==> src/rtl/strip_buf_pkg.sv <==
package strip_buf_pkg;
  localparam int BYTE_W = 8;
  localparam int NUM_BANKS = 2;
  typedef logic [BYTE_W-1:0] byte_t;
  typedef struct packed {
    byte_t attr;
    byte_t bmp;
  } col_pair_t;
endpackage

==> src/rtl/strip_byte_ram.sv <==
module strip_byte_ram #(
  parameter int DEPTH = 8,
  parameter int AW = $clog2(DEPTH)
) (
  input  logic                        clk,
  input  logic                        rst,
  input  logic                        we,
  input  logic [AW-1:0]               waddr,
  input  strip_buf_pkg::byte_t        wdata,
  input  logic [AW-1:0]               raddr,
  output strip_buf_pkg::byte_t        rdata
);
  strip_buf_pkg::byte_t mem [DEPTH];

  always_ff @(posedge clk) begin
    if (we) mem[waddr] <= wdata;
  end

  assign rdata = mem[raddr];

  // a write lands in the addressed byte
  p_write_lands_r3: assert property (@(posedge clk) disable iff (rst)
    we |=> mem[$past(waddr)] == $past(wdata));
endmodule

==> src/rtl/strip_bank.sv <==
module strip_bank #(
  parameter int COLS = 8,
  parameter int AW = $clog2(COLS)
) (
  input  logic                        clk,
  input  logic                        rst,
  input  logic                        attr_we,
  input  logic [AW-1:0]               attr_waddr,
  input  strip_buf_pkg::byte_t        attr_wdata,
  input  logic                        bmp_we,
  input  logic [AW-1:0]               bmp_waddr,
  input  strip_buf_pkg::byte_t        bmp_wdata,
  input  logic [AW-1:0]               attr_raddr,
  input  logic [AW-1:0]               bmp_raddr,
  output strip_buf_pkg::byte_t        attr_rdata,
  output strip_buf_pkg::byte_t        bmp_rdata
);
  strip_byte_ram #(.DEPTH(COLS), .AW(AW)) u_attr_ram (
    .clk(clk), .rst(rst), .we(attr_we), .waddr(attr_waddr),
    .wdata(attr_wdata), .raddr(attr_raddr), .rdata(attr_rdata));

  strip_byte_ram #(.DEPTH(COLS), .AW(AW)) u_bmp_ram (
    .clk(clk), .rst(rst), .we(bmp_we), .waddr(bmp_waddr),
    .wdata(bmp_wdata), .raddr(bmp_raddr), .rdata(bmp_rdata));
endmodule

==> src/rtl/strip_role_ctrl.sv <==
module strip_role_ctrl (
  input  logic clk,
  input  logic rst,
  input  logic swap,
  output logic fill_sel
);
  always_ff @(posedge clk) begin
    if (rst)       fill_sel <= 1'b0;
    else if (swap) fill_sel <= ~fill_sel;
  end

  p_swap_toggle_r8: assert property (@(posedge clk) disable iff (rst)
    swap |=> fill_sel != $past(fill_sel));
  p_sel_hold_r8: assert property (@(posedge clk) disable iff (rst)
    !swap |=> $stable(fill_sel));
endmodule

==> src/rtl/strip_pingpong_buf.sv <==
module strip_pingpong_buf #(
  parameter int STRIP_COLS = 8,
  localparam int AW = $clog2(STRIP_COLS)
) (
  input  logic          clk,
  input  logic          rst,
  input  logic          swap_i,
  input  logic          attr_we_i,
  input  logic [AW-1:0] attr_waddr_i,
  input  logic [7:0]    attr_wdata_i,
  input  logic          bmp_we_i,
  input  logic [AW-1:0] bmp_waddr_i,
  input  logic [7:0]    bmp_wdata_i,
  input  logic [AW-1:0] side_raddr_i,
  output logic [7:0]    side_attr_o,
  input  logic [AW-1:0] disp_raddr_i,
  output logic [15:0]   disp_pair_o,
  output logic          fill_sel_o
);
  import strip_buf_pkg::*;

  initial begin
    p_width_legal_r1: assert (STRIP_COLS == 4 || STRIP_COLS == 8 || STRIP_COLS == 16);
  end

  logic  fill_sel;
  byte_t attr_rd [NUM_BANKS];
  byte_t bmp_rd  [NUM_BANKS];

  strip_role_ctrl u_role (.clk(clk), .rst(rst), .swap(swap_i), .fill_sel(fill_sel));

  for (genvar b = 0; b < NUM_BANKS; b++) begin : g_bank
    logic is_fill;
    assign is_fill = (fill_sel == b[0]);
    strip_bank #(.COLS(STRIP_COLS), .AW(AW)) u_bank (
      .clk(clk), .rst(rst),
      .attr_we(attr_we_i && is_fill), .attr_waddr(attr_waddr_i), .attr_wdata(attr_wdata_i),
      .bmp_we(bmp_we_i && is_fill),   .bmp_waddr(bmp_waddr_i),   .bmp_wdata(bmp_wdata_i),
      .attr_raddr(is_fill ? side_raddr_i : disp_raddr_i),
      .bmp_raddr(disp_raddr_i),
      .attr_rdata(attr_rd[b]), .bmp_rdata(bmp_rd[b]));
  end

  col_pair_t disp_col;
  always_comb begin
    disp_col.attr = attr_rd[~fill_sel];
    disp_col.bmp  = bmp_rd[~fill_sel];
  end

  assign disp_pair_o = disp_col;
  assign side_attr_o = attr_rd[fill_sel];
  assign fill_sel_o  = fill_sel;

  // display data is untouched while no swap occurs
  p_disp_isolated_r7: assert property (@(posedge clk) disable iff (rst)
    (!$past(swap_i) && !$past(rst) && $stable(disp_raddr_i)) |-> $stable(disp_pair_o));
  // attribute write is visible on the side port right after the edge
  p_side_visible_r6: assert property (@(posedge clk) disable iff (rst)
    ($past(attr_we_i) && !$past(swap_i) && !$past(rst) && side_raddr_i == $past(attr_waddr_i))
      |-> side_attr_o == $past(attr_wdata_i));
endmodule

==> config.mk <==
export PLATFORM = sky130hd
export DESIGN_NAME = strip_pingpong_buf
export DESIGN_NICKNAME = d
export VERILOG_FILES = /design/src/rtl/strip_buf_pkg.sv /design/src/rtl/strip_byte_ram.sv /design/src/rtl/strip_bank.sv /design/src/rtl/strip_role_ctrl.sv /design/src/rtl/strip_pingpong_buf.sv
export SDC_FILE = /design/constraint.sdc
export NUM_CORES = 1
export LEC_CHECK = 0
export BUFFER_PORTS_ARGS = -buffer_cell sky130_fd_sc_hd__buf_2
export CORE_MARGIN = 10
export CORE_UTILIZATION = 61
export DETAILED_ROUTE_END_ITERATION = 8
export HOLD_SLACK_MARGIN = 0.06
export PLACE_DENSITY = 0.9
export SYNTH_ARGS = -nofsm -noshare
export SYNTH_HDL_FRONTEND = slang
export SYNTH_HIERARCHICAL = 1
export SYNTH_SLANG_ARGS = --single-unit
==> constraint.sdc <==
create_clock -name clk -period 3.4 [get_ports clk]
set_input_delay 0.68 -clock clk [delete_from_list [all_inputs] [get_ports clk]]
set_output_delay 0.68 -clock clk [all_outputs]
set_load 0.01 [all_outputs]
==> results.py, run 1 <==
metrics = {
    "outcome": {
        "status": "finished clean",
    },
    "clock_network": {
        "htree_levels": 1,
        "cts_root_buffer": "clkbuf_16",
        "clock-sinks": 257,
        "path_clk_slew_ns": 0.06,
        "clock_path_buffers": 3,
        "cts_tree": "built",
        "cts_buffers": 25,
        "clk_latency_ns": 0.52,
    },
    "timing": {
        "setup_violations": 0,
        "hold_violations": 0,
        "slew-limit-headroom": 0.265,
        "fin_skew_ns": 0.0102,
        "max_freq_mhz": 299,
        "rsz0062_at_grt": "false",
        "timing.final.crit_share": 0.984,
        "finalCriticalPeriod_ns": 3.35,
        "tightest_slew_ns": 1.10,
        "fin_tns_setup_ns": 0,
        "hold_slack_ns": 0.397,
        "drv_slew": 0,
    },
    "synth": {
        "synth_top_area_frac": 0.720,
        "ys_ff_latch": 257,
        "yosys_warnings": 6,
        "yosysMostFrequentCell": "edfxtp_1",
        "synth_commonest_cells": "edfxtp_1 (256), mux4_1 (60), mux2_2 (36)",
        "syn_inst": 465,
        "syn-num-nets": 498,
        "ys_async_sr_fraction": 0,
        "avgSynthCellArea_um2": 23.0,
        "synth-edff-count": 256,
        "yosysTopAreaCell": "edfxtp_1",
        "synth_area_leaders": "edfxtp_1 (72%), mux4_1 (15%), mux2_2 (3.8%)",
        "ys.flop_type": "edfxtp_1",
        "ys_types": 18,
        "synth_area_um2": 10700,
        "synth_seq_area_share": 0.722,
    },
    "detailed_routing": {
        "drt-total-wl_um": 21800,
        "wl_per_cell_um": 27.5,
        "first_iter_violations": 397,
        "viasPerCell": 6.41,
        "drtPass1Iterations": 5,
        "ant_nets": 0,
        "drc": 0,
        "num_vias": 5079,
    },
    "grt": {
        "met2_usage": 0.318,
        "use_met1": 0.227,
        "first_global_vias": 5218,
        "busiest_layer": "met2",
        "antenna_found_initial": 0,
        "grt_pass1_wl_um": 32700,
        "use_met3": 0.0412,
        "grt_max_degree": 33,
        "grt_usage": 0.184,
        "gr-total-overflow": 0,
    },
    "floorplanning": {
        "die_x_um": 152,
        "core_area_um2": 17200,
        "rows": 48,
        "io-pin-count": 58,
        "start_util": 0.620,
        "die_y_um": 152,
        "die_area_um2": 23200,
    },
    "layout": {
        "area_delta_synth_final_pct": 12.5,
        "antenna-diode-count": 0,
        "fill_cells": 1000,
        "nets": 582,
        "layout-drive-gt1-share": 0.323,
    },
    "setup_path": {
        "worst-endpoint-required_ns": 2.72,
        "critical-path-top-delay-family": "multiplexers",
        "cp.arrival_ns": 2.67,
        "critPathCaptureType": "output pin",
        "cp_slowest_cell": "mux4_1",
        "crit_type": "flop to output pin",
        "cp-start-kind": "flop",
        "cp_num_buf_inv": 2,
        "path_max_fanout": 9,
        "path_common_cell": "mux2_4",
        "crit_path_cell_trace": "mux2_4 > buf_4 > mux4_1 > mux2_2 > mux2_4 > buf_2",
        "critPathMaxStageDelay_ns": 0.44,
    },
    "power_and_ir_drop": {
        "p_leak_uw": 0.00416,
        "ir_worst_vdd_v": 0.000554,
        "p_per_area_nw_per_um2": 571,
    },
    "placed_design": {
        "port_buffers": 57,
        "place_hpwl_um": 13800,
        "place_congestion": 0.805,
    },
    "hold_path": {
        "hp-class": "input pin to flop",
    },
    "flow_run": {
        "drv_cap": 0,
    },
}
repair_timing:
action                     CTS  global route
hold buffers                 0             0
cloned                       0             0
gates resized for setup      3             2
buffers inserted             7             0
setup endpoints to repair   16            16
metal layers:
metal,wire length [µm],up-vias
li1,-,2156
met1,8400,2602
met2,10900,268
met3,1770,53
met4,670,0
met5,0,-
cells in the final DEF (no fill, tap or decap):
master / instances
clkbuf_1: 6
clkinv_1: 4
mux2_4: 28
edfxtp_1: 256
clkbuf_8: 4
clkbuf_16: 25
nand2b_1: 12
bufinv_16: 2
mux4_1: 60
nand2_1: 8
nor2b_1: 2
buf_2: 57
clkinv_2: 4
buf_8: 1
nor2_1: 25
buf_12: 1
mux2_2: 34
buf_4: 22
nor3_1: 8
dfxtp_4: 1
and2_1: 2
xnor2_1: 1
mux4_2: 4
cell families after synthesis:
group / after synthesis / share of synthesized area
flip-flops: 257 / 0.722
multiplexers: 126 / 0.231
XOR/XNOR: 1 / 0.000820
AND/OR/NAND/NOR: 57 / 0.0247
buffers and inverters: 24 / 0.0223
cell type report:
class	instances	area, µm²	area share
Timing Repair Buffer	81	485	0.0404
Clock inverter	10	95.1	0.00791
Multi-Input combinational cell	184	2740	0.228
Sequential cell	257	7710	0.642
Clock buffer	35	703	0.0585
Tap cell	225	282	0.0234
report_power, final:
| group | internal [µW] | switching (µW) | total [µW] |
|---|---|---|---|
| Clock | 1590 | 1090 | 2680 |
| Sequential | 3530 | 12.8 | 3550 |
| Combinational | 309 | 329 | 638 |
stage by stage:
stage / cell area, µm² / setup slack, ns / std cells / utilization / power, µW
after global routing: 12000 / 0.00267 / 792 / 0.697 / 7050
after CTS: 12000 / 0.00572 / 792 / 0.697 / 6900
after floorplan: 10700 / 0.456 / 465 / - / 4030
final: 12000 / 0.0528 / 792 / 0.697 / 6860
after global placement: 11200 / 0.243 / 740 / 0.647 / 4200
after detailed placement: 11200 / 0.156 / 740 / 0.647 / 4230
final timing paths:
path	startpoint	end	slack [ns]	cells after the start
worst max-delay path	u_role/fill_sel	disp_pair_o[15]	0.05	6
worst min-delay path	rst	u_role/fill_sel	0.40	2
worst min register to register	u_role/fill_sel	u_role/fill_sel	0.92	3
worst max register to register	u_role/fill_sel	g_bank[1].u_bank/u_bmp_ram/mem[3][0]	1.16	4
state kept, by name (all words and copies together) (netlist names):
name,flops
u_role/fill_sel,1
g_bank.u_bank/u_bmp_ram/mem,128
g_bank.u_bank/u_attr_ram/mem,128
(Power assumes the default switching activity.)
==> run 2, diff against run 1 <==
CTS_BUF_LIST = sky130_fd_sc_hd__clkbuf_8 sky130_fd_sc_hd__clkbuf_16   (was default)
SLEW_MARGIN = 20   (was default)
==> run 2 against run 1 <==
Against the previous run:
- design area unchanged
- maximum frequency about the same
- die area unchanged
- sequential share of layout area unchanged
- register-to-register slack improved by 0.03 ns
- critical path type unchanged
- critical endpoint unchanged
- largest power group unchanged
==> results.py, run 2 (synthesis gave the netlist of run 1 again) <==
metrics = {
    "detailed_routing": {
        "wl_per_cell_um": 27.6,
        "ant_nets": 0,
        "drc": 0,
        "drtPass1Iterations": 5,
        "drt-total-wl_um": 21800,
        "viasPerCell": 6.40,
        "num_vias": 5065,
        "first_iter_violations": 411,
    },
    "power_and_ir_drop": {
        "power_uw": 6840,
        "p_per_area_nw_per_um2": 569,
        "p_leak_uw": 0.00418,
        "ir_worst_vdd_v": 0.000548,
    },
    "hold_path": {
        "min_from": "rst",
        "hp-class": "input pin to flop",
    },
    "setup_path": {
        "cp-start-kind": "flop",
        "cp_num_buf_inv": 2,
        "critPathCaptureType": "output pin",
        "crit_type": "flop to output pin",
        "timing.rr.start": "u_role/fill_sel",
        "path_max_fanout": 9,
        "critical-path-top-delay-family": "multiplexers",
        "crit_start": "u_role/fill_sel",
        "worst-endpoint-required_ns": 2.72,
        "cp.arrival_ns": 2.67,
        "cp_slowest_cell": "mux4_1",
        "path_common_cell": "mux2_4",
        "critPathMaxStageDelay_ns": 0.44,
        "crit_path_cell_trace": "mux2_4 > buf_4 > mux4_1 > mux2_2 > mux2_4 > buf_2",
    },
    "grt": {
        "grt_usage": 0.184,
        "grt_pass1_wl_um": 32700,
        "grt_max_degree": 33,
        "antenna_found_initial": 0,
        "first_global_vias": 5218,
        "gr-total-overflow": 0,
    },
    "timing": {
        "drv_slew": 0,
        "finalCriticalPeriod_ns": 3.35,
        "rsz0062_at_grt": "false",
        "setup_violations": 0,
        "timing.final.crit_share": 0.985,
        "tightest_slew_ns": 1.10,
        "fin_skew_ns": 0.0107,
        "hold_slack_ns": 0.395,
        "fin_tns_setup_ns": 0,
        "max_freq_mhz": 299,
        "slew-limit-headroom": 0.267,
        "hold_violations": 0,
    },
    "layout": {
        "antenna-diode-count": 0,
        "area_delta_synth_final_pct": 12.5,
        "mostFrequentLayoutCells": "edfxtp_1 (256), mux4_1 (60), buf_2 (57), mux2_2 (34), mux2_4 (28)",
        "final_common_cell": "edfxtp_1",
        "stdcell_count": 792,
        "fill_cells": 1000,
        "final_area_um2": 12000,
        "regArea_um2": 7710,
        "reg.largest.list": "g_bank.u_bank/u_attr_ram/mem (128), g_bank.u_bank/u_bmp_ram/mem (128), u_role/fill_sel (1)",
        "layout-drive-gt1-share": 0.323,
        "nets": 582,
        "multiInputGateArea_um2": 2740,
    },
    "floorplanning": {
        "die_y_um": 152,
        "start_util": 0.620,
        "die_area_um2": 23200,
        "io-pin-count": 58,
        "rows": 48,
        "core_area_um2": 17200,
        "die_x_um": 152,
    },
    "clock_network": {
        "cts_buffers": 25,
        "path_clk_slew_ns": 0.06,
        "htree_levels": 1,
        "clock_path_buffers": 3,
        "postCtsHoldBufs": 0,
        "clock-sinks": 257,
        "cts_tree": "built",
        "cts_root_buffer": "clkbuf_16",
        "clk_latency_ns": 0.51,
    },
    "placed_design": {
        "place_hpwl_um": 13800,
        "dpl.cell_count": 740,
        "place_congestion": 0.805,
        "port_buffers": 57,
        "place_area_um2": 11200,
    },
    "outcome": {
        "status": "finished clean",
    },
    "flow_run": {
        "drv_cap": 0,
    },
}
[run 2: cell count changes in the layout (fill, tap and decap cells not counted)]
cell,before,now
inv_1,0,6
clkbuf_1,6,0
[run 2: worst reg2reg max path, stage by stage (launching register included)]
cell      delay [ns]
dfxtp_4         0.41
buf_4           0.35
and2_1          0.23
nand2b_1        0.13
nor2_1          0.72
[run 2: worst paths after layout]
check	slack [ns]	cells after the start	to
min reg2reg	0.91	3	u_role/fill_sel
max reg2reg	1.19	4	g_bank[1].u_bank/u_attr_ram/mem[3][4]
min	0.39	2	u_role/fill_sel
max	0.05	6	disp_pair_o[15]
[run 2: where the power goes]
| group | switching [µW] | internal (µW) | total [µW] | leakage [µW] |
|---|---|---|---|---|
| sequential | 12.8 | 3530 | 3550 | 0.00232 |
| clock | 1090 | 1570 | 2650 | 0.000419 |
| combinational | 328 | 309 | 637 | 0.00144 |
| total | 1430 | 5410 | 6840 | 0.00418 |
[run 2: metal layers]
| metal | global-route usage | vias up | part of all wire |
|---|---|---|---|
| met1 | 0.227 | 2617 | 0.39 |
| met3 | 0.0412 | 41 | 0.078 |
| met2 | 0.318 | 256 | 0.50 |
| met5 | 0 | - | 0 |
| met4 | 0.0532 | 0 | 0.027 |
| li1 | - | 2151 | - |
[run 2: cell type report]
type | instances | area share
clock inverters | 16 | 0.00979
flip-flops and latches | 257 | 0.642
repair buffers | 81 | 0.0404
well taps | 225 | 0.0234
multi-input cells | 184 | 0.228
clock buffers | 29 | 0.0566
[run 2: metrics by stage]
step	setup slack, ns	utilization
final	0.0506	0.697
after global routing	0.00267	0.697
after detailed placement	0.156	0.647
after global placement	0.243	0.647
after floorplan	0.456	-
after CTS	0.00572	0.697
[run 2: timing repair]
| action | CTS | global route |
|---|---|---|
| endpoints found under the setup margin | 16 | 16 |
| gates resized for setup | 3 | 2 |
| gates cloned | 0 | 0 |
| endpoints found under the hold margin | 0 | 0 |
| buffers inserted | 7 | 0 |
==> run 3, diff against run 2 <==
PLACE_DENSITY = 0.89   (was 0.9)
SYNTH_HIERARCHICAL = default   (was 1)
==> run 3 against run 2 <==
Against the previous run:
- sequential share of layout area decreased by 3.3 points
- synthesized area up 5.0%
- register-to-register slack lost 0.40 ns
- maximum frequency down 0.58%
- utilization up 0.62 points
- critical path depth unchanged
- critical path type unchanged
- global-route usage increased by 4.6 points
- largest power group unchanged
- cell count is 31% higher
- synthesized cell count increased by 57%
- sequential cell count stayed put
==> results.py, run 3 <==
metrics = {
    "detailed_routing": {
        "num_vias": 7285,
        "first_iter_violations": 1367,
        "drc": 0,
        "viasPerCell": 7.00,
        "ant_nets": 0,
        "drt-total-wl_um": 28800,
        "drtPass1Iterations": 9,
        "wl_per_cell_um": 27.7,
    },
    "floorplanning": {
        "start_util": 0.622,
        "die_y_um": 156,
        "die_x_um": 156,
        "rows": 49,
        "core_area_um2": 18000,
        "io-pin-count": 58,
        "die_area_um2": 24200,
    },
    "setup_path": {
        "path_max_fanout": 16,
        "critical-path-top-delay-family": "multiplexers",
        "worst-path-stages": 6,
        "critPathCaptureType": "output pin",
        "cp.arrival_ns": 2.69,
        "cp-start-kind": "flop",
        "critPathMaxStageDelay_ns": 0.54,
        "cp_slowest_cell": "dfxtp_4",
        "cp_num_buf_inv": 1,
        "timing.rr.start": "u_role.fill_sel",
        "crit_start": "u_role.fill_sel",
        "worst-endpoint-required_ns": 2.72,
        "crit_type": "flop to output pin",
        "r2r_cells": 4,
        "crit_path_cell_trace": "mux2_2 > nor2_1 > o221ai_1 > a32oi_2 > mux2i_1 > buf_2",
    },
    "synth": {
        "synth_area_leaders": "edfxtp_1 (69%), mux4_2 (5.0%), nor2_1 (4.2%)",
        "synth_top_family_by_area": "multiplexers",
        "synth_top_area_frac": 0.685,
        "ys_types": 33,
        "synth-xor-area-share": 0.000781,
        "ys_ff_latch": 257,
        "synth_compound_gate_area_share": 0.0814,
        "synth-edff-count": 256,
        "ys_async_sr_fraction": 0,
        "yosysTopAreaCell": "edfxtp_1",
        "yosysMostFrequentCell": "edfxtp_1",
        "yosys.area_share.adder": 0,
        "synth_seq_area_share": 0.687,
        "syn_inst": 730,
        "synth.mux.area_fraction": 0.107,
        "synth_area_um2": 11200,
        "synthSimpleGateAreaFrac": 0.0979,
        "avgSynthCellArea_um2": 15.4,
        "synth_commonest_cells": "edfxtp_1 (256), nor2_1 (125), nand2b_1 (69)",
        "ys.flop_type": "edfxtp_1",
        "syn-num-nets": 763,
        "yosys_warnings": 0,
    },
    "clock_network": {
        "postCtsHoldBufs": 0,
        "cts_buffers": 25,
        "path_clk_slew_ns": 0.06,
        "cts_tree": "built",
        "clk_latency_ns": 0.52,
        "htree_levels": 1,
        "clock_path_buffers": 3,
        "cts_root_buffer": "clkbuf_16",
        "clock-sinks": 257,
    },
    "timing": {
        "max_freq_mhz": 297,
        "hold_slack_ns": 0.298,
        "finalCriticalPeriod_ns": 3.37,
        "setup_violations": 0,
        "drv_slew": 0,
        "tightest_slew_ns": 1.11,
        "fin_skew_ns": 0.0269,
        "fin_tns_setup_ns": 0,
        "slew-limit-headroom": 0.261,
        "hold_violations": 0,
        "rsz0062_at_grt": "false",
        "timing.final.crit_share": 0.991,
    },
    "placed_design": {
        "port_buffers": 57,
        "place_area_um2": 11800,
        "place_hpwl_um": 17700,
        "dpl.cell_count": 995,
        "place_congestion": 0.951,
    },
    "grt": {
        "gr-total-overflow": 0,
        "grt_max_degree": 37,
        "grt_usage": 0.229,
        "first_global_vias": 7284,
        "grt_pass1_wl_um": 43000,
        "antenna_found_initial": 1,
    },
    "layout": {
        "nets": 827,
        "regArea_um2": 7710,
        "area_delta_synth_final_pct": 13.0,
        "multiInputGateArea_um2": 3270,
        "reg.largest.list": "g_bank.u_bank.u_attr_ram.mem (128), g_bank.u_bank.u_bmp_ram.mem (128), u_role.fill_sel (1)",
        "final_area_um2": 12700,
        "layout-drive-gt1-share": 0.204,
        "mostFrequentLayoutCells": "edfxtp_1 (256), nor2_1 (125), nand2b_1 (69), buf_2 (55), o21ai_0 (32)",
        "fill_cells": 1065,
        "final_common_cell": "edfxtp_1",
        "stdcell_count": 1041,
        "antenna-diode-count": 0,
    },
    "hold_path": {
        "hp-class": "input pin to flop",
        "min_from": "rst",
        "holdPathStages": 2,
    },
    "power_and_ir_drop": {
        "p_leak_uw": 0.00421,
        "ir_worst_vdd_v": 0.000458,
        "p_per_area_nw_per_um2": 569,
        "pwr-share-seq": 0.493,
        "p_switching_uw": 1680,
        "switching_share": 0.233,
        "p_int_uw": 5540,
        "combPwrFrac": 0.110,
        "clkPwrFrac": 0.398,
    },
    "flow_run": {
        "drv_cap": 0,
    },
    "outcome": {
        "status": "finished clean",
    },
}
run 3: changes by cell type in the layout (fill, tap and decap cells not counted), moves of 16 or more:
cell      delta
a22oi_1     +30
mux2i_1     +18
mux2_2      -33
mux4_2      +21
nor2_1     +100
mux4_1      -45
a21oi_1     +16
o21ai_0     +32
o221ai_1    +30
nand2b_1    +57
mux2_4      -27
run 3: layout make-up:
type,count,share of cell area
Multi-Input combinational cell,424,0.258
Clock inverter,20,0.0179
Clock buffer,25,0.0493
Sequential cell,257,0.608
Tap cell,229,0.0226
Timing Repair Buffer,86,0.0439
run 3: metrics by stage:
step / power [µW] / util / setup slack, ns
floorplan: 4080 / - / 0.701
global placement: 4320 / 0.652 / -0.124
detailed placement: 4360 / 0.652 / -0.165
CTS: 7200 / 0.702 / 0.0317
global route: 7380 / 0.704 / 0.00929
finish: 7220 / 0.704 / 0.0309
run 3: final timing paths:
check / to / slack [ns]
worst max-delay path: disp_pair_o[15] / 0.03
worst min-delay path: u_role.fill_sel / 0.30
worst max register to register: g_bank[1].u_bank.u_attr_ram.mem[0][1] / 0.79
worst min register to register: u_role.fill_sel / 0.87
run 3: kinds of logic (layout without fill, tap and decap cells):
group,Yosys count,after routing
buffers and inverters,49,131
AOI/OAI and AO/OA,128,128
xor gates and xnor gates,1,1
muxes,62,62
DFF,257,257
and+or+nand+nor,233,233
run 3: power by group through the flow:
stage | registers (µW) | clock network [µW] | logic [µW]
6_report | 3560 | 2870 | 791
5_1_grt | 3560 | 2990 | 833
4_1_cts | 3560 | 2880 | 760
3_5_place_dp | 3620 | 0 | 733
3_3_place_gp | 3620 | 0 | 697
2_1_floorplan | 3610 | 0 | 468
run 3: repair_timing:
action                     in CTS  in global routing
buffers inserted                0                  1
hold endpoints to repair        0                  0
gates resized for setup        12                  2
setup endpoints to repair      16                 16
run 3: per-layer routing:
layer | routed length (µm) | up-vias | global-route usage
met5 | 0 | - | 0
met4 | 1050 | 0 | 0.0802
met3 | 3410 | 117 | 0.0441
met2 | 14300 | 628 | 0.387
met1 | 10000 | 3550 | 0.292
li1 | - | 2990 | -
